[src/rtl/irq_pkg.sv]
package irq_pkg;

    localparam int NUM_LINES = 8;
    localparam int LINE_W    = $clog2(NUM_LINES);
    localparam int IDX_W     = LINE_W + 1;
    localparam int CNT_W     = 32;

    typedef enum logic [1:0] {
        OP_IDLE      = 2'd0,
        OP_POST      = 2'd1,
        OP_CLEAR     = 2'd2,
        OP_CLEAR_ALL = 2'd3
    } cmd_op_e;

    typedef logic [NUM_LINES-1:0] line_vec_t;

    // Per-cycle update requested of the pending register
    typedef struct packed {
        line_vec_t set_m;
        line_vec_t clr_m;
        logic      bad;
    } upd_t;

    // Qualification fields of the status word
    typedef struct packed {
        line_vec_t mask;
        logic      gie;
        logic      exl;
        logic      erl;
    } stat_t;

    function automatic line_vec_t line_onehot(input logic [LINE_W-1:0] idx);
        line_vec_t v;
        v = '0;
        v[idx] = 1'b1;
        return v;
    endfunction

    function automatic logic idx_valid(input logic [IDX_W-1:0] idx);
        return idx < IDX_W'(NUM_LINES);
    endfunction

endpackage

[src/rtl/irq_cmd_decode.sv]
module irq_cmd_decode
    import irq_pkg::*;
#(
    parameter int N  = NUM_LINES,
    parameter int IW = IDX_W
) (
    input  cmd_op_e          op,
    input  logic [IW-1:0]    idx,
    output logic [N-1:0]     set_m,
    output logic [N-1:0]     clr_m,
    output logic             bad
);
    logic in_range;
    logic is_post;
    logic is_clear;
    logic is_all;

    assign in_range = idx < IW'(N);
    assign is_post  = (op == OP_POST);
    assign is_clear = (op == OP_CLEAR);
    assign is_all   = (op == OP_CLEAR_ALL);
    assign bad      = (is_post || is_clear) && !in_range;

    for (genvar g = 0; g < N; g++) begin : g_line
        logic hit;
        assign hit      = in_range && (idx == IW'(g));
        assign set_m[g] = is_post && hit;
        assign clr_m[g] = is_all || (is_clear && hit);
    end

endmodule

[src/rtl/irq_timer.sv]
module irq_timer
    import irq_pkg::*;
#(
    parameter int N  = NUM_LINES,
    parameter int LW = LINE_W,
    parameter int CW = CNT_W
) (
    input  logic          clk,
    input  logic          rst,
    input  logic          cmp_we,
    input  logic [CW-1:0] cmp_wdata,
    input  logic [LW-1:0] sel,
    output logic          hit,
    output logic [N-1:0]  hit_m,
    output logic [N-1:0]  wclr_m,
    output logic [CW-1:0] count
);
    logic [CW-1:0] count_q;
    logic [CW-1:0] cmp_q;
    logic [N-1:0]  sel_oh;

    always_ff @(posedge clk) begin
        if (rst) begin
            count_q <= '0;
            cmp_q   <= '0;
        end else begin
            count_q <= count_q + CW'(1);
            if (cmp_we) begin
                cmp_q <= cmp_wdata;
            end
        end
    end

    assign hit   = (count_q == cmp_q) && (count_q != '0);
    assign count = count_q;

    for (genvar g = 0; g < N; g++) begin : g_sel
        assign sel_oh[g] = (sel == LW'(g));
    end

    assign hit_m  = hit    ? sel_oh : '0;
    assign wclr_m = cmp_we ? sel_oh : '0;

endmodule

[src/rtl/irq_pend_reg.sv]
module irq_pend_reg
    import irq_pkg::*;
#(
    parameter int N = NUM_LINES
) (
    input  logic         clk,
    input  logic         rst,
    input  logic [N-1:0] set_m,
    input  logic [N-1:0] clr_m,
    input  logic         bad,
    output logic [N-1:0] pend,
    output logic         err
);
    logic [N-1:0] pend_q;
    logic         err_q;

    for (genvar g = 0; g < N; g++) begin : g_bit
        always_ff @(posedge clk) begin
            if (rst) begin
                pend_q[g] <= 1'b0;
            end else if (set_m[g]) begin
                pend_q[g] <= 1'b1;
            end else if (clr_m[g]) begin
                pend_q[g] <= 1'b0;
            end
        end
    end

    always_ff @(posedge clk) begin
        if (rst) begin
            err_q <= 1'b0;
        end else begin
            err_q <= bad;
        end
    end

    assign pend = pend_q;
    assign err  = err_q;

endmodule

[src/rtl/irq_qualify.sv]
module irq_qualify
    import irq_pkg::*;
(
    input  stat_t     stat,
    input  line_vec_t pend,
    output logic      req,
    output logic      any
);
    logic open_gate;
    logic unmasked;

    assign open_gate = stat.gie && !stat.exl && !stat.erl;
    assign unmasked  = |(stat.mask & pend);
    assign req       = open_gate && unmasked;
    assign any       = |pend;

endmodule

[src/rtl/irq_pend_ctrl.sv]
module irq_pend_ctrl
    import irq_pkg::*;
#(
    parameter int N  = NUM_LINES,
    parameter int LW = LINE_W,
    parameter int IW = IDX_W,
    parameter int CW = CNT_W
) (
    input  logic          clk,
    input  logic          rst,
    input  logic [1:0]    cmd_op,
    input  logic [IW-1:0] cmd_line,
    input  logic [N-1:0]  stat_mask,
    input  logic          stat_gie,
    input  logic          stat_exl,
    input  logic          stat_erl,
    input  logic [LW-1:0] tmr_line,
    input  logic          cmp_we,
    input  logic [CW-1:0] cmp_wdata,
    output logic [N-1:0]  pend_vec,
    output logic          pend_any,
    output logic          irq_req,
    output logic          cmd_err
);
    upd_t          cmd_upd;
    logic          tmr_hit;
    logic [N-1:0]  tmr_set_m;
    logic [N-1:0]  tmr_clr_m;
    logic [CW-1:0] count_q;
    logic [N-1:0]  all_set;
    logic [N-1:0]  all_clr;
    stat_t         stat;

    irq_cmd_decode #(.N(N), .IW(IW)) u_dec (
        .op    (cmd_op_e'(cmd_op)),
        .idx   (cmd_line),
        .set_m (cmd_upd.set_m),
        .clr_m (cmd_upd.clr_m),
        .bad   (cmd_upd.bad)
    );

    irq_timer #(.N(N), .LW(LW), .CW(CW)) u_tmr (
        .clk       (clk),
        .rst       (rst),
        .cmp_we    (cmp_we),
        .cmp_wdata (cmp_wdata),
        .sel       (tmr_line),
        .hit       (tmr_hit),
        .hit_m     (tmr_set_m),
        .wclr_m    (tmr_clr_m),
        .count     (count_q)
    );

    assign all_set = cmd_upd.set_m | tmr_set_m;
    assign all_clr = cmd_upd.clr_m | tmr_clr_m;

    irq_pend_reg #(.N(N)) u_pend (
        .clk   (clk),
        .rst   (rst),
        .set_m (all_set),
        .clr_m (all_clr),
        .bad   (cmd_upd.bad),
        .pend  (pend_vec),
        .err   (cmd_err)
    );

    assign stat.mask = stat_mask;
    assign stat.gie  = stat_gie;
    assign stat.exl  = stat_exl;
    assign stat.erl  = stat_erl;

    irq_qualify u_qual (
        .stat (stat),
        .pend (pend_vec),
        .req  (irq_req),
        .any  (pend_any)
    );

endmodule

[config.mk]
export PLATFORM = sky130hd
export DESIGN_NAME = irq_pend_ctrl
export DESIGN_NICKNAME = d
export VERILOG_FILES = /design/src/rtl/irq_pkg.sv /design/src/rtl/irq_cmd_decode.sv /design/src/rtl/irq_timer.sv /design/src/rtl/irq_pend_reg.sv /design/src/rtl/irq_qualify.sv /design/src/rtl/irq_pend_ctrl.sv
export SDC_FILE = /design/constraint.sdc
export NUM_CORES = 1
export LEC_CHECK = 0
export ABC_AREA = 1
export ABC_CLOCK_PERIOD_IN_PS = 1610
export CAP_MARGIN = 20
export CORE_MARGIN = 2
export CORE_UTILIZATION = 45
export CTS_CLUSTER_DIAMETER = 30
export DETAILED_ROUTE_END_ITERATION = 10
export PLACE_DENSITY = 0.66
export SYNTH_ARGS = -nofsm -noshare
export SYNTH_HDL_FRONTEND = slang
export SYNTH_SLANG_ARGS = --single-unit
[constraint.sdc]
create_clock -name clk -period 1.61 [get_ports clk]
set_input_delay 0.4025 -clock clk [delete_from_list [all_inputs] [get_ports clk]]
set_output_delay 0.4025 -clock clk [all_outputs]
set_load 0.02 [all_outputs]
# After elaboration in Yosys (flattened, before gate mapping)
# Cells that the tools add are included.
dict set report totals {
  ff_bits 73
}
dict set report classes {
  addsub 1
  order_cmp 1
  eq_ne 18
  mux 18
  bitwise_logic 3
  reduce_logical 54
}
# op n
set op_table {}
lappend op_table {{$add A32 B1 Y32 const B} 1}
lappend op_table {{$eq A32 B32 Y1} 1}
lappend op_table {{$reduce_bool A32 Y1} 1}
lappend op_table {{$logic_and A1 B1 Y1} 29}
lappend op_table {{$eq A4 B3 Y1 const B} 4}
lappend op_table {{$mux W1} 16}
lappend op_table {{$mux W8} 2}
lappend op_table {{$or A8 B8 Y8} 2}
lappend op_table {{$reduce_bool A2 Y1} 8}
lappend op_table {{$reduce_or A8 Y1} 2}
lappend op_table {{$eq A3 B3 Y1 const B} 4}
lappend op_table {{$logic_or A1 B1 Y1} 9}
lappend op_table {{$and A8 B8 Y8} 1}
lappend op_table {{$eq A4 B2 Y1 const B} 2}
lappend op_table {{$eq A3 B2 Y1 const B} 2}
lappend op_table {{$eq A2 B2 Y1 const B} 2}
lappend op_table {{$eq A4 B1 Y1 const B} 1}
lappend op_table {{$logic_not A4 Y1} 1}
lappend op_table {{$lt A4 B4 Y1 const B} 1}
lappend op_table {{$eq A3 B1 Y1 const B} 1}
lappend op_table {{$logic_not A1 Y1} 3}
lappend op_table {{$logic_not A3 Y1} 1}
lappend op_table {{$eq A2 B1 Y1 const B} 1}

# Logic depth before layout (Yosys ltp)
# Gate-level depths: netlist (run 1).
dict set report depth {
  word_depth 7
  depth_mapped 11
  depth_no_buf 10
}

# By module
# A second synthesis (run 1) with hierarchy kept.
dict set report hier_totals {
  cells_unflattened 742
  area_unflattened_um2 4415.5
}
# module instances cells_per_inst area_each_um2 seq_area_each_um2
set modules_own_cells {}
lappend modules_own_cells {irq_timer 1 576 3535.9 1281.2}
lappend modules_own_cells {irq_pend_reg 1 44 366.6 180.2}
lappend modules_own_cells {irq_cmd_decode 1 52 246.5 0.0}
lappend modules_own_cells {irq_pend_ctrl 1 48 180.2 0.0}
lappend modules_own_cells {irq_qualify 1 22 86.3 0.0}

# Least setup slack after synthesis (run 1)
# OpenSTA, ideal clock, no wires.
dict set report synth_path {
  path_kind {input -> output}
  from {in stat_exl}
  to {out irq_req}
  arrival_time_ns 1.204
  required_time_ns 1.207
  setup_slack_ns 0.004
  cell_stages 2
  path_buffers 0
  path_cell_list {or3b_2 > a21oi_1}
}
dict set report synth_between {
  elab_chain_cells 4
}
# element line
set synth_rtl {}
lappend synth_rtl {{start: declaration} irq_pend_ctrl.sv:15} ;# input logic stat_exl,
lappend synth_rtl {{$logic_not A1 Y1} irq_qualify.sv:12} ;# assign open_gate = stat.gie && !stat.exl && !stat.erl;
lappend synth_rtl {{$logic_and A1 B1 Y1 (2 in series)} irq_qualify.sv:12}
lappend synth_rtl {{$logic_and A1 B1 Y1} irq_qualify.sv:14} ;# assign req = open_gate && unmasked;
lappend synth_rtl {{end: declaration} irq_pend_ctrl.sv:22} ;# output logic irq_req,
# No other way between the ends.

# Worst setup path after layout (run 1)
dict set report layout_path {
  from {reg u_pend.pend_q[7], in the netlist u_pend.pend[7]}
  to {out irq_req}
}
dict set report layout_between {
  elab_chain_cells 3
}
# element line
set layout_rtl {}
lappend layout_rtl {{start: declaration} irq_pend_reg.sv:14} ;# logic [N-1:0] pend_q;
lappend layout_rtl {{start signal: indexed assignment} irq_pend_reg.sv:20} ;# pend_q[g] <= 1'b0;
lappend layout_rtl {{start signal: indexed assignment} irq_pend_reg.sv:22} ;# pend_q[g] <= 1'b1;
lappend layout_rtl {{start signal: indexed assignment} irq_pend_reg.sv:24} ;# pend_q[g] <= 1'b0;
lappend layout_rtl {{$and A8 B8 Y8} irq_qualify.sv:13} ;# assign unmasked = |(stat.mask & pend);
lappend layout_rtl {{$reduce_or A8 Y1} irq_qualify.sv:13}
lappend layout_rtl {{$logic_and A1 B1 Y1} irq_qualify.sv:14}
# No other way between the ends.

==> flow_summary.html, run 1 <==
<table>
<tr><th>Metric</th><th>Value</th></tr>
<tr><th colspan="2">Run status</th></tr>
<tr><td>Run status</td><td>finished, violations left</td></tr>
<tr><td>Violations in the final reports</td><td>negative setup slack</td></tr>
<tr><th colspan="2">Logic synthesis</th></tr>
<tr><td>Synthesized area divided by synthesized cell count</td><td>between 6 and 7 um^2</td></tr>
<tr><td>Number of cells produced by synthesis</td><td>614</td></tr>
<tr><td>Post-synth top area cell</td><td>dfxtp_1</td></tr>
<tr><td>Post-synth design cell area</td><td>4090 um^2</td></tr>
<tr><td>Sequential element share of the synthesized area</td><td>35.7%</td></tr>
<tr><td>Synthesis-stage register bit count</td><td>73</td></tr>
<tr><td>Dominant cells by area after synthesis</td><td>dfxtp_1, nand2_1, nor2_1</td></tr>
<tr><td>Top cell type's share of synthesized area</td><td>35.7%</td></tr>
<tr><td>Post-synthesis cell type count</td><td>37</td></tr>
<tr><td>Synthesized netlist net count</td><td>674</td></tr>
<tr><td>Ys Warns</td><td>0</td></tr>
<tr><th colspan="2">Place</th></tr>
<tr><td>Placement Setup Slack</td><td>-821 ps</td></tr>
<tr><td>Routability-driven placement congestion ratio</td><td>0.854</td></tr>
<tr><td>Port Buffer Count</td><td>65</td></tr>
<tr><td>Detailed placer's ending HPWL</td><td>8020 um</td></tr>
<tr><th colspan="2">Clocking</th></tr>
<tr><td>Maximum level of the CTS H-tree</td><td>3</td></tr>
<tr><td>CTS Root Buffer Type</td><td>clkbuf_8</td></tr>
<tr><td>CTS Sinks</td><td>73</td></tr>
<tr><td>Inserted Clock Buffers</td><td>9</td></tr>
<tr><td>Clock tree from TritonCTS</td><td>yes</td></tr>
<tr><td>Clock slew seen by the registers of the worst setup and hold paths</td><td>80 ps</td></tr>
<tr><td>Clock insertion delay at the later pin of the skew report</td><td>340 ps</td></tr>
<tr><td>Number of buffers on the longest clock path</td><td>2</td></tr>
<tr><td>Hold-fix buffers, CTS</td><td>0</td></tr>
<tr><th colspan="2">Route</th></tr>
<tr><td>TritonRoute pass-1 iters</td><td>4</td></tr>
<tr><td>Number of design-rule violations left by the first detailed-router iteration</td><td>156</td></tr>
<tr><td>DRT Wirelength</td><td>11200 um</td></tr>
<tr><td>Count of vias placed by the detailed router</td><td>4341</td></tr>
<tr><td>Via/cell ratio</td><td>5.18</td></tr>
<tr><td>Remaining DRCs</td><td>0</td></tr>
<tr><td>Detailed-route wire length per cell</td><td>about 13 um</td></tr>
<tr><td>Number of nets still failing antenna checks after routing</td><td>0</td></tr>
<tr><th colspan="2">Die</th></tr>
<tr><td>DIE AREA</td><td>slightly below 10000 um^2</td></tr>
<tr><td>Standard cell core area</td><td>8760 um^2</td></tr>
<tr><td>Chip Height</td><td>99.4 um</td></tr>
<tr><td>Initial Utilization</td><td>46.7%</td></tr>
<tr><td>Die X-Extent</td><td>slightly below 100 um</td></tr>
<tr><td>Ports placed on the boundary</td><td>66</td></tr>
<tr><td>Row cnt</td><td>34</td></tr>
<tr><th colspan="2">Power and ir drop</th></tr>
<tr><td>Pwr/cell area</td><td>728 nW/um^2</td></tr>
<tr><td>Maximum vdd ir drop</td><td>0.502 mV</td></tr>
<tr><td>Switching power total</td><td>0.00102 W</td></tr>
<tr><td>Part of the power in the clock network</td><td>41.4%</td></tr>
<tr><td>Share of power burned in registers</td><td>about 45%</td></tr>
<tr><td>Sw frac</td><td>24.0%</td></tr>
<tr><td>Static Leak</td><td>2.37 nW</td></tr>
<tr><td>Comb power frac</td><td>13.5%</td></tr>
<tr><td>Internal power</td><td>0.00322 W</td></tr>
<tr><th colspan="2">Finish</th></tr>
<tr><td>Proportion of layout cells with a drive suffix above 1</td><td>24.1%</td></tr>
<tr><td>Antenna Diode Count</td><td>0</td></tr>
<tr><td>Area delta synth-&gt;final</td><td>42.3%</td></tr>
<tr><td>Most common library cell in the layout ignoring fill and taps</td><td>nand2_1</td></tr>
<tr><td>Commonest non-fill, non-tap cells in the layout</td><td>nand2_1, nor2_1, inv_1</td></tr>
<tr><td>Number of filler instances in the final layout</td><td>just over 800</td></tr>
<tr><td># nets final</td><td>786</td></tr>
<tr><th colspan="2">Timing</th></tr>
<tr><td>Number of hold violations in the final report</td><td>0</td></tr>
<tr><td>Final setup viols</td><td>2</td></tr>
<tr><td>Share of the clock period used by the worst path after layout</td><td>112%</td></tr>
<tr><td>Setup repair after global routing missed its margin</td><td>true</td></tr>
<tr><td>Final worst setup slack</td><td>-192 ps</td></tr>
<tr><td>Minimum clock period after layout</td><td>1800 ps</td></tr>
<tr><td>Layout Skew</td><td>8.48 ps</td></tr>
<tr><td>Sum of negative setup slack</td><td>-266 ps</td></tr>
<tr><td>Total count of max-transition violations in the final report</td><td>0</td></tr>
<tr><td>Worst slew margin</td><td>76.0%</td></tr>
<tr><td>Maximum clock frequency</td><td>0.555 GHz</td></tr>
<tr><td>Transition time of the tightest slew-check pin</td><td>358 ps</td></tr>
<tr><th colspan="2">Worst setup path</th></tr>
<tr><td>Capturing element of the worst setup path</td><td>irq_req</td></tr>
<tr><td>R2r worst-path depth</td><td>8</td></tr>
<tr><td>Worst R2R End</td><td>u_tmr.count[31]$_SDFF_PP0_</td></tr>
<tr><td>Slowest-stage cell, CP</td><td>dfxtp_1</td></tr>
<tr><td>Critical Path Source Type</td><td>flop</td></tr>
<tr><td>Type of the worst setup path</td><td>flop to output pin</td></tr>
<tr><td>Crit. path cell count</td><td>4</td></tr>
<tr><td>Arrival time at the worst endpoint</td><td>between 1000 and 1500 ps</td></tr>
<tr><td>Launching point of the worst reg2reg path</td><td>u_tmr.count[0]$_SDFF_PP0_</td></tr>
<tr><td>Source of the critical timing path</td><td>u_pend.pend[7]$_SDFFE_PP0P_</td></tr>
<tr><td>Worst Setup End Kind</td><td>output pin</td></tr>
<tr><td>CP cell instances</td><td>a22o_1 -&gt; a221oi_2 -&gt; a21oi_2 -&gt; buf_4</td></tr>
<tr><td>Worst EP required</td><td>between 1000 and 1500 ps</td></tr>
<tr><td>Combined buffer and inverter count along the critical path</td><td>1</td></tr>
<tr><td>Cell type group with the largest total delay on the critical path</td><td>compound AO/OA/AOI/OAI gates</td></tr>
<tr><td>Critical path peak fanout</td><td>2</td></tr>
<tr><td>Slowest stage delay, CP</td><td>320 ps</td></tr>
<tr><td>Register-to-register setup slack</td><td>about 30 ps</td></tr>
<tr><th colspan="2">Global routing</th></tr>
<tr><td>Number of global-route vias before repair</td><td>4022</td></tr>
<tr><td>Global-route usage over all layers</td><td>22.4%</td></tr>
<tr><td>First-pass GRT wire length</td><td>18000 um</td></tr>
<tr><td>Antenna violations before repair</td><td>0</td></tr>
<tr><td>Largest net degree at the start of global routing</td><td>46</td></tr>
<tr><td>Grt total ovfl</td><td>0</td></tr>
<tr><th colspan="2">Min path</th></tr>
<tr><td>HP Class</td><td>flop to flop</td></tr>
<tr><th colspan="2">Flow run</th></tr>
<tr><td>Max_cap viols</td><td>0</td></tr>
</table>
## Yosys cell counts, drive strengths merged
| cell | instances |
|---|---|
| a21oi | 47 |
| a221oi | 3 |
| a22o | 2 |
| a31oi | 1 |
| a41oi | 2 |
| buf | 5 |
| clkbuf | 15 |
| dfxtp | 73 |
| ha | 5 |
| inv | 76 |
| nand2 | 127 |
| nand3 | 40 |
| nand3b | 1 |
| nand4 | 17 |
| nor2 | 96 |
| nor3 | 31 |
| nor3b | 1 |
| nor4 | 3 |
| o21a | 1 |
| o21ai | 49 |
| or2 | 3 |
| or3b | 1 |
| xnor2 | 15 |
## registers in the layout, indices dropped and copies added (netlist names)
name / count
u_pend.pend: 8
u_tmr.count: 32
u_tmr.cmp_q: 32
u_pend.err: 1
## kinds of logic (layout without fill, tap and decap cells)
family | Yosys count | in the layout | share of synthesized area (%)
buffers and inverters | 96 | 212 | 9.30
flip-flops | 73 | 73 | 35.7
AO/OA/AOI/OAI | 105 | 105 | 13.7
adder cells (fa/ha/maj) | 5 | 5 | 1.53
XOR/XNOR | 15 | 15 | 3.21
AND/OR/NAND/NOR | 320 | 320 | 36.6
## worst reg2reg max path: cells and delay by family (launching register included)
| family | cells | cell delay [ps] |
|---|---|---|
| buffers and inverters | 1 | 50 |
| AO/OA/AOI/OAI | 1 | 110 |
| flip-flops | 1 | 390 |
| AND/OR/NAND/NOR | 6 | 970 |
## what timing repair did
action / CTS / global route
setup buffers: 0 / 5
gates cloned: 0 / 0
gates resized for setup: 39 / 93
pin swaps: 5 / 31
setup endpoints to repair: 22 / 33
## stage by stage
stage / util (%) / instances / cell area (um^2) / power (W) / hold slack, ps
detailed placement: 59.5 / 818 / 5220 / 0.00249 / 460
finish: 66.4 / 838 / 5820 / 0.00424 / 466
global route: 66.4 / 838 / 5820 / 0.00441 / 482
CTS: 62.5 / 833 / 5480 / 0.00423 / 444
global placement: 59.5 / 818 / 5220 / 0.00248 / 455
floorplan: - / 614 / 4090 / 0.00221 / 430
## per-layer routing
layer	track usage (%)	vias to the layer above	share of wire (%)
met5	0	-	0
met4	5.37	0	1.4
met3	4.85	16	4.4
met2	38.3	102	50
met1	29.0	1997	45
li1	-	2226	-
## how the worst min path moves through the flow
| stage | startpoint | to | cells past startpoint |
|---|---|---|---|
| 2_1_floorplan | u_tmr.count[0]$_SDFF_PP0_ | u_tmr.count[0]$_SDFF_PP0_ | 1 |
| 3_3_place_gp | u_tmr.count[0]$_SDFF_PP0_ | u_tmr.count[0]$_SDFF_PP0_ | 1 |
| 3_5_place_dp | u_tmr.count[0]$_SDFF_PP0_ | u_tmr.count[0]$_SDFF_PP0_ | 1 |
| 4_1_cts | u_tmr.count[0]$_SDFF_PP0_ | u_tmr.count[0]$_SDFF_PP0_ | 1 |
| 5_1_grt | u_tmr.count[0]$_SDFF_PP0_ | u_tmr.count[0]$_SDFF_PP0_ | 1 |
| 6_report | u_tmr.count[0]$_SDFF_PP0_ | u_tmr.count[0]$_SDFF_PP0_ | 1 |
## power groups by stage
stage          logic, W  registers [W]  clock network [W]
2_1_floorplan  0.000267        0.00195                  0
3_3_place_gp   0.000526        0.00195                  0
3_5_place_dp   0.000536        0.00195                  0
4_1_cts        0.000536        0.00191            0.00179
5_1_grt        0.000636        0.00192            0.00186
6_report       0.000570        0.00191            0.00176
## final cells by class
type	instances	area (um^2)	share of cell area (%)
Multi-Input combinational cell	445	2510	43.2
Timing Repair Buffer	121	1150	19.7
Tap cell	108	135	2.32
Clock buffer	10	138	2.36
Inverter	76	288	4.94
Sequential cell	73	1500	25.7
Clock inverter	5	104	1.78
(Power assumes the default switching activity.)
==> run 2: changes to the inputs <==
- CELL_PAD_IN_SITES_DETAIL_PLACEMENT: not set -> 1
- CELL_PAD_IN_SITES_GLOBAL_PLACEMENT: not set -> 1
- CORE_UTILIZATION: 45 -> 38
- GPL_TIMING_DRIVEN: not set -> 0
- PLACE_DENSITY: 0.66 -> 0.77
- RECOVER_POWER: not set -> 50
==> run 2 against run 1 <==
Effect of this change: the flow still finishes with violations (negative setup slack); setup slack improved by 31 ps; power fell by 2.5%; non-clock buffer count fell by 24; critical path depth did not move; clock skew rose by 1.6 ps; critical path type unchanged.
==> flow_summary.html, run 2 (synthesis results as in run 1) <==
<table>
<tr><th>Metric</th><th>Value</th></tr>
<tr><th colspan="2">Worst setup path</th></tr>
<tr><td>Capturing element of the worst setup path</td><td>irq_req (unchanged)</td></tr>
<tr><td>R2r worst-path depth</td><td>8 (unchanged)</td></tr>
<tr><td>Critical Path Source Type</td><td>flop (unchanged)</td></tr>
<tr><td>Arrival time at the worst endpoint</td><td>1370 ps (was 1400 ps)</td></tr>
<tr><td>Critical path peak fanout</td><td>4 (was 2)</td></tr>
<tr><td>Launching point of the worst reg2reg path</td><td>u_tmr.count[0]$_SDFF_PP0_ (unchanged)</td></tr>
<tr><td>Type of the worst setup path</td><td>flop to output pin (unchanged)</td></tr>
<tr><td>Worst Setup End Kind</td><td>output pin (unchanged)</td></tr>
<tr><td>Source of the critical timing path</td><td>u_pend.pend[7]$_SDFFE_PP0P_ (unchanged)</td></tr>
<tr><td>Worst R2R End</td><td>u_tmr.count[31]$_SDFF_PP0_ (unchanged)</td></tr>
<tr><td>Worst EP required</td><td>1210 ps (about the same)</td></tr>
<tr><td>Register-to-register setup slack</td><td>-40 ps (was 30 ps)</td></tr>
<tr><th colspan="2">Route</th></tr>
<tr><td>Remaining DRCs</td><td>0 (unchanged)</td></tr>
<tr><td>DRT Wirelength</td><td>13500 um (was 11200 um)</td></tr>
<tr><td>Via/cell ratio</td><td>5.19 (was 5.18)</td></tr>
<tr><td>Count of vias placed by the detailed router</td><td>4374 (was 4341)</td></tr>
<tr><td>Number of design-rule violations left by the first detailed-router iteration</td><td>142 (was 156)</td></tr>
<tr><td>TritonRoute pass-1 iters</td><td>4 (unchanged)</td></tr>
<tr><td>Number of nets still failing antenna checks after routing</td><td>0 (unchanged)</td></tr>
<tr><td>Detailed-route wire length per cell</td><td>16.0 um (was 13.4 um)</td></tr>
<tr><th colspan="2">Clocking</th></tr>
<tr><td>Clock insertion delay at the later pin of the skew report</td><td>370 ps (was 340 ps)</td></tr>
<tr><td>Inserted Clock Buffers</td><td>9 (unchanged)</td></tr>
<tr><td>CTS Root Buffer Type</td><td>clkbuf_8 (unchanged)</td></tr>
<tr><td>Clock slew seen by the registers of the worst setup and hold paths</td><td>80 ps (about the same)</td></tr>
<tr><td>CTS Sinks</td><td>73 (unchanged)</td></tr>
<tr><td>Clock tree from TritonCTS</td><td>yes (unchanged)</td></tr>
<tr><td>Number of buffers on the longest clock path</td><td>2 (unchanged)</td></tr>
<tr><td>Maximum level of the CTS H-tree</td><td>3 (unchanged)</td></tr>
<tr><th colspan="2">Timing</th></tr>
<tr><td>Setup repair after global routing missed its margin</td><td>true (unchanged)</td></tr>
<tr><td>Share of the clock period used by the worst path after layout</td><td>110% (was 112%)</td></tr>
<tr><td>Layout Skew</td><td>10.1 ps (was 8.48 ps)</td></tr>
<tr><td>Worst slew margin</td><td>54.9% (was 76.0%)</td></tr>
<tr><td>Maximum clock frequency</td><td>0.565 GHz (was 0.555 GHz)</td></tr>
<tr><td>Number of hold violations in the final report</td><td>0 (unchanged)</td></tr>
<tr><td>Minimum clock period after layout</td><td>1770 ps (was 1800 ps)</td></tr>
<tr><td>Final worst setup slack</td><td>-161 ps (was -192 ps)</td></tr>
<tr><td>Total count of max-transition violations in the final report</td><td>0 (unchanged)</td></tr>
<tr><td>Sum of negative setup slack</td><td>-245 ps (was -266 ps)</td></tr>
<tr><td>Transition time of the tightest slew-check pin</td><td>676 ps (was 358 ps)</td></tr>
<tr><td>Final setup viols</td><td>4 (was 2)</td></tr>
<tr><th colspan="2">Finish</th></tr>
<tr><td>Proportion of layout cells with a drive suffix above 1</td><td>25.0% (was 24.1%)</td></tr>
<tr><td>Number of filler instances in the final layout</td><td>1344 (was 817)</td></tr>
<tr><td>Multi-input gate area</td><td>2620 um^2 (was 2510 um^2)</td></tr>
<tr><td>Sequential Area</td><td>1530 um^2 (was 1500 um^2)</td></tr>
<tr><td># nets final</td><td>762 (was 786)</td></tr>
<tr><td>Commonest non-fill, non-tap cells in the layout</td><td>nand2_1, nor2_1, inv_1 (unchanged)</td></tr>
<tr><td>Antenna Diode Count</td><td>0 (unchanged)</td></tr>
<tr><td>Area delta synth-&gt;final</td><td>39.1% (was 42.3%)</td></tr>
<tr><td>Most common library cell in the layout ignoring fill and taps</td><td>nand2_1 (unchanged)</td></tr>
<tr><th colspan="2">Global routing</th></tr>
<tr><td>Grt total ovfl</td><td>0 (unchanged)</td></tr>
<tr><td>First-pass GRT wire length</td><td>20700 um (was 18000 um)</td></tr>
<tr><td>Met3 Resource Use GR</td><td>3.93% (was 4.85%)</td></tr>
<tr><td>Antenna violations before repair</td><td>0 (unchanged)</td></tr>
<tr><td>Largest net degree at the start of global routing</td><td>13 (was 46)</td></tr>
<tr><td>GR peak layer</td><td>met2 (unchanged)</td></tr>
<tr><td>Number of global-route vias before repair</td><td>4410 (was 4022)</td></tr>
<tr><td>Global-route track usage on met2</td><td>40.0% (was 38.3%)</td></tr>
<tr><td>Met1 capacity usage during global routing</td><td>27.5% (was 29.0%)</td></tr>
<tr><td>Global-route usage over all layers</td><td>22.8% (was 22.4%)</td></tr>
<tr><th colspan="2">Die</th></tr>
<tr><td>Die X-Extent</td><td>108 um (was 99.4 um)</td></tr>
<tr><td>Ports placed on the boundary</td><td>66 (unchanged)</td></tr>
<tr><td>Chip Height</td><td>108 um (was 99.4 um)</td></tr>
<tr><td>DIE AREA</td><td>11600 um^2 (was 9870 um^2)</td></tr>
<tr><td>Row cnt</td><td>37 (was 34)</td></tr>
<tr><td>Initial Utilization</td><td>39.5% (was 46.7%)</td></tr>
<tr><td>Standard cell core area</td><td>10400 um^2 (was 8760 um^2)</td></tr>
<tr><th colspan="2">Place</th></tr>
<tr><td>Routability-driven placement congestion ratio</td><td>0.911 (was 0.854)</td></tr>
<tr><td>Placement Setup Slack</td><td>-841 ps (was -821 ps)</td></tr>
<tr><td>Port Buffer Count</td><td>63 (was 65)</td></tr>
<tr><td>Detailed placer's ending HPWL</td><td>9670 um (was 8020 um)</td></tr>
<tr><th colspan="2">Power and ir drop</th></tr>
<tr><td>Maximum vdd ir drop</td><td>0.355 mV (was 0.502 mV)</td></tr>
<tr><td>Pwr/cell area</td><td>726 nW/um^2 (was 728 nW/um^2)</td></tr>
<tr><td>Static Leak</td><td>2.28 nW (was 2.37 nW)</td></tr>
<tr><th colspan="2">Run status</th></tr>
<tr><td>Run status</td><td>finished, violations left (unchanged)</td></tr>
<tr><td>Violations in the final reports</td><td>negative setup slack (unchanged)</td></tr>
<tr><th colspan="2">Flow run</th></tr>
<tr><td>Max_cap viols</td><td>0 (unchanged)</td></tr>
<tr><th colspan="2">Min path</th></tr>
<tr><td>HP Class</td><td>flop to flop (unchanged)</td></tr>
</table>
run 2: final cells by class:
cell class | count | share of cell area, %
clock inverters | 4 | 1.32
multi-input cells | 445 | 46.0
well taps | 136 | 2.99
plain buffers | 19 | 1.82
repair buffers | 78 | 13.3
inverters | 76 | 5.06
flip-flops and latches | 73 | 26.8
clock buffers | 12 | 2.73
run 2: through the flow:
stage | cells | hold slack (ps) | instance area, um^2 | total power (W) | util, %
CTS | 830 | 446 | 5200 | 0.00413 | 50.2
finish | 843 | 473 | 5690 | 0.00413 | 54.9
global placement | 813 | 456 | 4890 | 0.00244 | 47.2
detailed placement | 813 | 461 | 4890 | 0.00246 | 47.2
floorplan | 614 | 430 | 4090 | 0.00221 | -
global route | 843 | 485 | 5690 | 0.00432 | 54.9
run 2: critical path, cell delays in order (launching register included):
cell and delay [ps]:
dfxtp_4 360, a22o_1 210, a221oi_2 200, a21oi_2 90, buf_6 140
run 2: worst min-delay path by stage:
stage	startpoint	endpoint	slack [ps]	cells past startpoint
CTS	u_tmr.count[0]$_SDFF_PP0_	u_tmr.count[0]$_SDFF_PP0_	450	1
finish	u_tmr.cmp_q[2]$_SDFFE_PP0P_	u_tmr.cmp_q[2]$_SDFFE_PP0P_	470	2
global placement	u_tmr.count[0]$_SDFF_PP0_	u_tmr.count[0]$_SDFF_PP0_	460	1
floorplan	u_tmr.count[0]$_SDFF_PP0_	u_tmr.count[0]$_SDFF_PP0_	430	1
detailed placement	u_tmr.count[0]$_SDFF_PP0_	u_tmr.count[0]$_SDFF_PP0_	460	1
global route	u_tmr.count[0]$_SDFF_PP0_	u_tmr.count[0]$_SDFF_PP0_	480	1
run 2: where the power goes:
| group | switching [W] | internal, W |
|---|---|---|
| clock | 0.000725 | 0.000958 |
| sequential | 0.0000481 | 0.00185 |
| combinational | 0.000302 | 0.000246 |
| total | 0.00108 | 0.00306 |
run 2: timing repair:
item / CTS / global route
buffers inserted: 2 / 13
endpoints found under the setup margin: 52 / 48
hold endpoints to repair: 0 / 0
hold buffers: 0 / 0
gates resized for setup: 60 / 124
pin swaps: 10 / 26
run 2: routing by layer:
metal,vias to the layer above,share of wire [%]
li1,2178,-
met1,2093,42
met2,83,51
met3,20,4.7
met4,0,1.8
met5,-,0
==> run 3: changes to the inputs <==
- PLACE_DENSITY: 0.77 -> 0.8
==> run 3 against run 2 <==
Effect of this change: the run still ends with negative setup slack left; power shrank 8.2%; first-iteration DRC count shrank 2.8%; maximum frequency grew 0.16%; global-route usage shrank 0.44 points; register-to-register slack is essentially flat; sequential power is essentially flat; critical endpoint unchanged.
==> flow_summary.html, run 3 (synthesis results as in run 1) <==
<table>
<tr><th>Metric</th><th>Value</th></tr>
<tr><th colspan="2">Run status</th></tr>
<tr><td>Violations in the final reports</td><td>negative setup slack (unchanged)</td></tr>
<tr><td>Run status</td><td>finished, violations left (unchanged)</td></tr>
<tr><th colspan="2">Timing</th></tr>
<tr><td>Setup repair after global routing missed its margin</td><td>true (unchanged)</td></tr>
<tr><td>Final setup viols</td><td>7 (was 4)</td></tr>
<tr><td>Minimum clock period after layout</td><td>1770 ps (about the same)</td></tr>
<tr><td>Maximum clock frequency</td><td>0.566 GHz (was 0.565 GHz)</td></tr>
<tr><td>Final worst setup slack</td><td>-158 ps (was -161 ps)</td></tr>
<tr><td>Layout Skew</td><td>11.4 ps (was 10.1 ps)</td></tr>
<tr><td>Post-Route Hold Slack</td><td>476 ps (was 473 ps)</td></tr>
<tr><td>Total count of max-transition violations in the final report</td><td>0 (unchanged)</td></tr>
<tr><td>Number of hold violations in the final report</td><td>0 (unchanged)</td></tr>
<tr><td>Share of the clock period used by the worst path after layout</td><td>110% (about the same)</td></tr>
<tr><td>Transition time of the tightest slew-check pin</td><td>636 ps (was 676 ps)</td></tr>
<tr><td>Worst slew margin</td><td>57.6% (was 54.9%)</td></tr>
<tr><th colspan="2">Power and ir drop</th></tr>
<tr><td>Static Leak</td><td>2.30 nW (was 2.28 nW)</td></tr>
<tr><td>Share of power burned in registers</td><td>50.3% (was 46.0%)</td></tr>
<tr><td>Comb power frac</td><td>14.2% (was 13.3%)</td></tr>
<tr><td>Part of the power in the clock network</td><td>35.5% (was 40.7%)</td></tr>
<tr><td>Sw frac</td><td>28.5% (was 26.0%)</td></tr>
<tr><td>Pwr/cell area</td><td>676 nW/um^2 (was 726 nW/um^2)</td></tr>
<tr><td>Maximum vdd ir drop</td><td>0.279 mV (was 0.355 mV)</td></tr>
<tr><td>Switching power total</td><td>0.00108 W (about the same)</td></tr>
<tr><td>Internal power</td><td>0.00271 W (was 0.00306 W)</td></tr>
<tr><th colspan="2">Clocking</th></tr>
<tr><td>Inserted Clock Buffers</td><td>9 (unchanged)</td></tr>
<tr><td>Maximum level of the CTS H-tree</td><td>3 (unchanged)</td></tr>
<tr><td>CTS Sinks</td><td>73 (unchanged)</td></tr>
<tr><td>Clock tree from TritonCTS</td><td>yes (unchanged)</td></tr>
<tr><td>CTS Root Buffer Type</td><td>clkbuf_8 (unchanged)</td></tr>
<tr><td>Clock slew seen by the registers of the worst setup and hold paths</td><td>80 ps (about the same)</td></tr>
<tr><td>Number of buffers on the longest clock path</td><td>2 (unchanged)</td></tr>
<tr><td>Clock insertion delay at the later pin of the skew report</td><td>360 ps (was 370 ps)</td></tr>
<tr><th colspan="2">Worst setup path</th></tr>
<tr><td>Launching point of the worst reg2reg path</td><td>u_tmr.count[0]$_SDFF_PP0_ (unchanged)</td></tr>
<tr><td>Register-to-register setup slack</td><td>-30 ps (was -40 ps)</td></tr>
<tr><td>Critical path peak fanout</td><td>4 (unchanged)</td></tr>
<tr><td>R2r worst-path depth</td><td>8 (unchanged)</td></tr>
<tr><td>Capturing element of the worst setup path</td><td>irq_req (unchanged)</td></tr>
<tr><td>Worst R2R End</td><td>u_tmr.count[16]$_SDFF_PP0_ (was u_tmr.count[31]$_SDFF_PP0_)</td></tr>
<tr><td>Type of the worst setup path</td><td>flop to output pin (unchanged)</td></tr>
<tr><td>Worst EP required</td><td>1210 ps (about the same)</td></tr>
<tr><td>Arrival time at the worst endpoint</td><td>1370 ps (about the same)</td></tr>
<tr><td>Critical Path Source Type</td><td>flop (unchanged)</td></tr>
<tr><td>Worst Setup End Kind</td><td>output pin (unchanged)</td></tr>
<tr><td>Source of the critical timing path</td><td>u_pend.pend[0]$_SDFFE_PP0P_ (was u_pend.pend[7]$_SDFFE_PP0P_)</td></tr>
<tr><th colspan="2">Route</th></tr>
<tr><td>DRT Wirelength</td><td>13100 um (was 13500 um)</td></tr>
<tr><td>Count of vias placed by the detailed router</td><td>4341 (was 4374)</td></tr>
<tr><td>Number of nets still failing antenna checks after routing</td><td>0 (unchanged)</td></tr>
<tr><td>Number of design-rule violations left by the first detailed-router iteration</td><td>138 (was 142)</td></tr>
<tr><td>Via/cell ratio</td><td>5.17 (was 5.19)</td></tr>
<tr><td>Detailed-route wire length per cell</td><td>15.6 um (was 16.0 um)</td></tr>
<tr><td>TritonRoute pass-1 iters</td><td>4 (unchanged)</td></tr>
<tr><td>Remaining DRCs</td><td>0 (unchanged)</td></tr>
<tr><th colspan="2">Die</th></tr>
<tr><td>Chip Height</td><td>108 um (unchanged)</td></tr>
<tr><td>Die X-Extent</td><td>108 um (unchanged)</td></tr>
<tr><td>Ports placed on the boundary</td><td>66 (unchanged)</td></tr>
<tr><td>Standard cell core area</td><td>10400 um^2 (unchanged)</td></tr>
<tr><td>Row cnt</td><td>37 (unchanged)</td></tr>
<tr><td>Initial Utilization</td><td>39.5% (unchanged)</td></tr>
<tr><td>DIE AREA</td><td>11600 um^2 (unchanged)</td></tr>
<tr><th colspan="2">Place</th></tr>
<tr><td>Detailed placer's ending HPWL</td><td>9560 um (was 9670 um)</td></tr>
<tr><td>Port Buffer Count</td><td>63 (unchanged)</td></tr>
<tr><td>Routability-driven placement congestion ratio</td><td>0.867 (was 0.911)</td></tr>
<tr><td>Placed inst area</td><td>4890 um^2 (unchanged)</td></tr>
<tr><td>Placed Cells</td><td>813 (unchanged)</td></tr>
<tr><th colspan="2">Finish</th></tr>
<tr><td>Most common library cell in the layout ignoring fill and taps</td><td>nand2_1 (unchanged)</td></tr>
<tr><td>Area delta synth-&gt;final</td><td>37.1% (was 39.1%)</td></tr>
<tr><td>Commonest non-fill, non-tap cells in the layout</td><td>nand2_1, nor2_1, inv_1 (unchanged)</td></tr>
<tr><td># nets final</td><td>759 (was 762)</td></tr>
<tr><td>Post-route cell area</td><td>5610 um^2 (was 5690 um^2)</td></tr>
<tr><td>Final instance count without filler cells</td><td>840 (was 843)</td></tr>
<tr><td>Antenna Diode Count</td><td>0 (unchanged)</td></tr>
<tr><td>Proportion of layout cells with a drive suffix above 1</td><td>24.3% (was 25.0%)</td></tr>
<tr><th colspan="2">Global routing</th></tr>
<tr><td>Grt total ovfl</td><td>0 (unchanged)</td></tr>
<tr><td>Global-route usage over all layers</td><td>22.3% (was 22.8%)</td></tr>
<tr><td>Largest net degree at the start of global routing</td><td>14 (was 13)</td></tr>
<tr><td>Antenna violations before repair</td><td>0 (unchanged)</td></tr>
<tr><td>First-pass GRT wire length</td><td>20600 um (was 20700 um)</td></tr>
<tr><td>Number of global-route vias before repair</td><td>4450 (was 4410)</td></tr>
<tr><th colspan="2">Flow run</th></tr>
<tr><td>Max_cap viols</td><td>0 (unchanged)</td></tr>
<tr><th colspan="2">Min path</th></tr>
<tr><td>Hold path depth</td><td>2 (unchanged)</td></tr>
<tr><td>HP Class</td><td>flop to flop (unchanged)</td></tr>
</table>
## run 3: critical path: stages (launching register included)
cell and delay [ps]:
dfxtp_2 340, a22o_1 230, a221oi_2 200, a21oi_2 90
buf_6 140
## run 3: stage by stage
step / TNS [ps] / setup slack (ps) / power, W / util, %
after floorplan: 0 / 3.75 / 0.00221 / -
after global routing: -1630 / -225 / 0.00399 / 54.1
final: -254 / -158 / 0.00379 / 54.1
after CTS: -282 / -237 / 0.00381 / 49.6
after global placement: -22500 / -820 / 0.00244 / 47.2
after detailed placement: -25830 / -828 / 0.00246 / 47.2
## run 3: per-layer routing
metal	wire length, um	GRT usage, %	part of all wire (%)	vias up
met3	447	2.91	3.4	25
met5	0	0	0	-
li1	-	-	-	2181
met1	5820	27.1	44	2050
met4	238	7.88	1.8	0
met2	6620	40.2	50	85
## run 3: power by group through the flow
stage	clock (W)	sequential (W)	combinational, W
after global placement	0	0.00195	0.000487
after floorplan	0	0.00195	0.000267
after CTS	0.00138	0.00192	0.000514
final	0.00135	0.00191	0.000540
after detailed placement	0	0.00196	0.000506
after global routing	0.00147	0.00191	0.000609
## run 3: timing repair
item                       in CTS  in global routing
hold buffers                    0                  0
setup endpoints to repair      55                 56
setup buffers                   0                 12
gates resized for setup        56                133
pin swaps                       6                 29
cloned                          0                  0
## run 3: how the worst min path moves through the flow
stage                                     start                          end  slack [ps]
finish              u_tmr.cmp_q[8]$_SDFFE_PP0P_  u_tmr.cmp_q[8]$_SDFFE_PP0P_         480
global route          u_tmr.count[0]$_SDFF_PP0_    u_tmr.count[0]$_SDFF_PP0_         500
CTS                   u_tmr.count[0]$_SDFF_PP0_    u_tmr.count[0]$_SDFF_PP0_         440
detailed placement    u_tmr.count[0]$_SDFF_PP0_    u_tmr.count[0]$_SDFF_PP0_         460
global placement      u_tmr.count[0]$_SDFF_PP0_    u_tmr.count[0]$_SDFF_PP0_         450
floorplan             u_tmr.count[0]$_SDFF_PP0_    u_tmr.count[0]$_SDFF_PP0_         430
## run 3: area by class of cell
| cell class | count | area [um^2] |
|---|---|---|
| tap | 136 | 170 |
| inverter | 76 | 300 |
| multi-input combinational | 445 | 2600 |
| timing repair buffer | 75 | 733 |
| buffer | 19 | 106 |
| clock inverter | 5 | 38.8 |
| fill | 1348 | 4760 |
| clock buffer | 11 | 141 |
| sequential | 73 | 1520 |
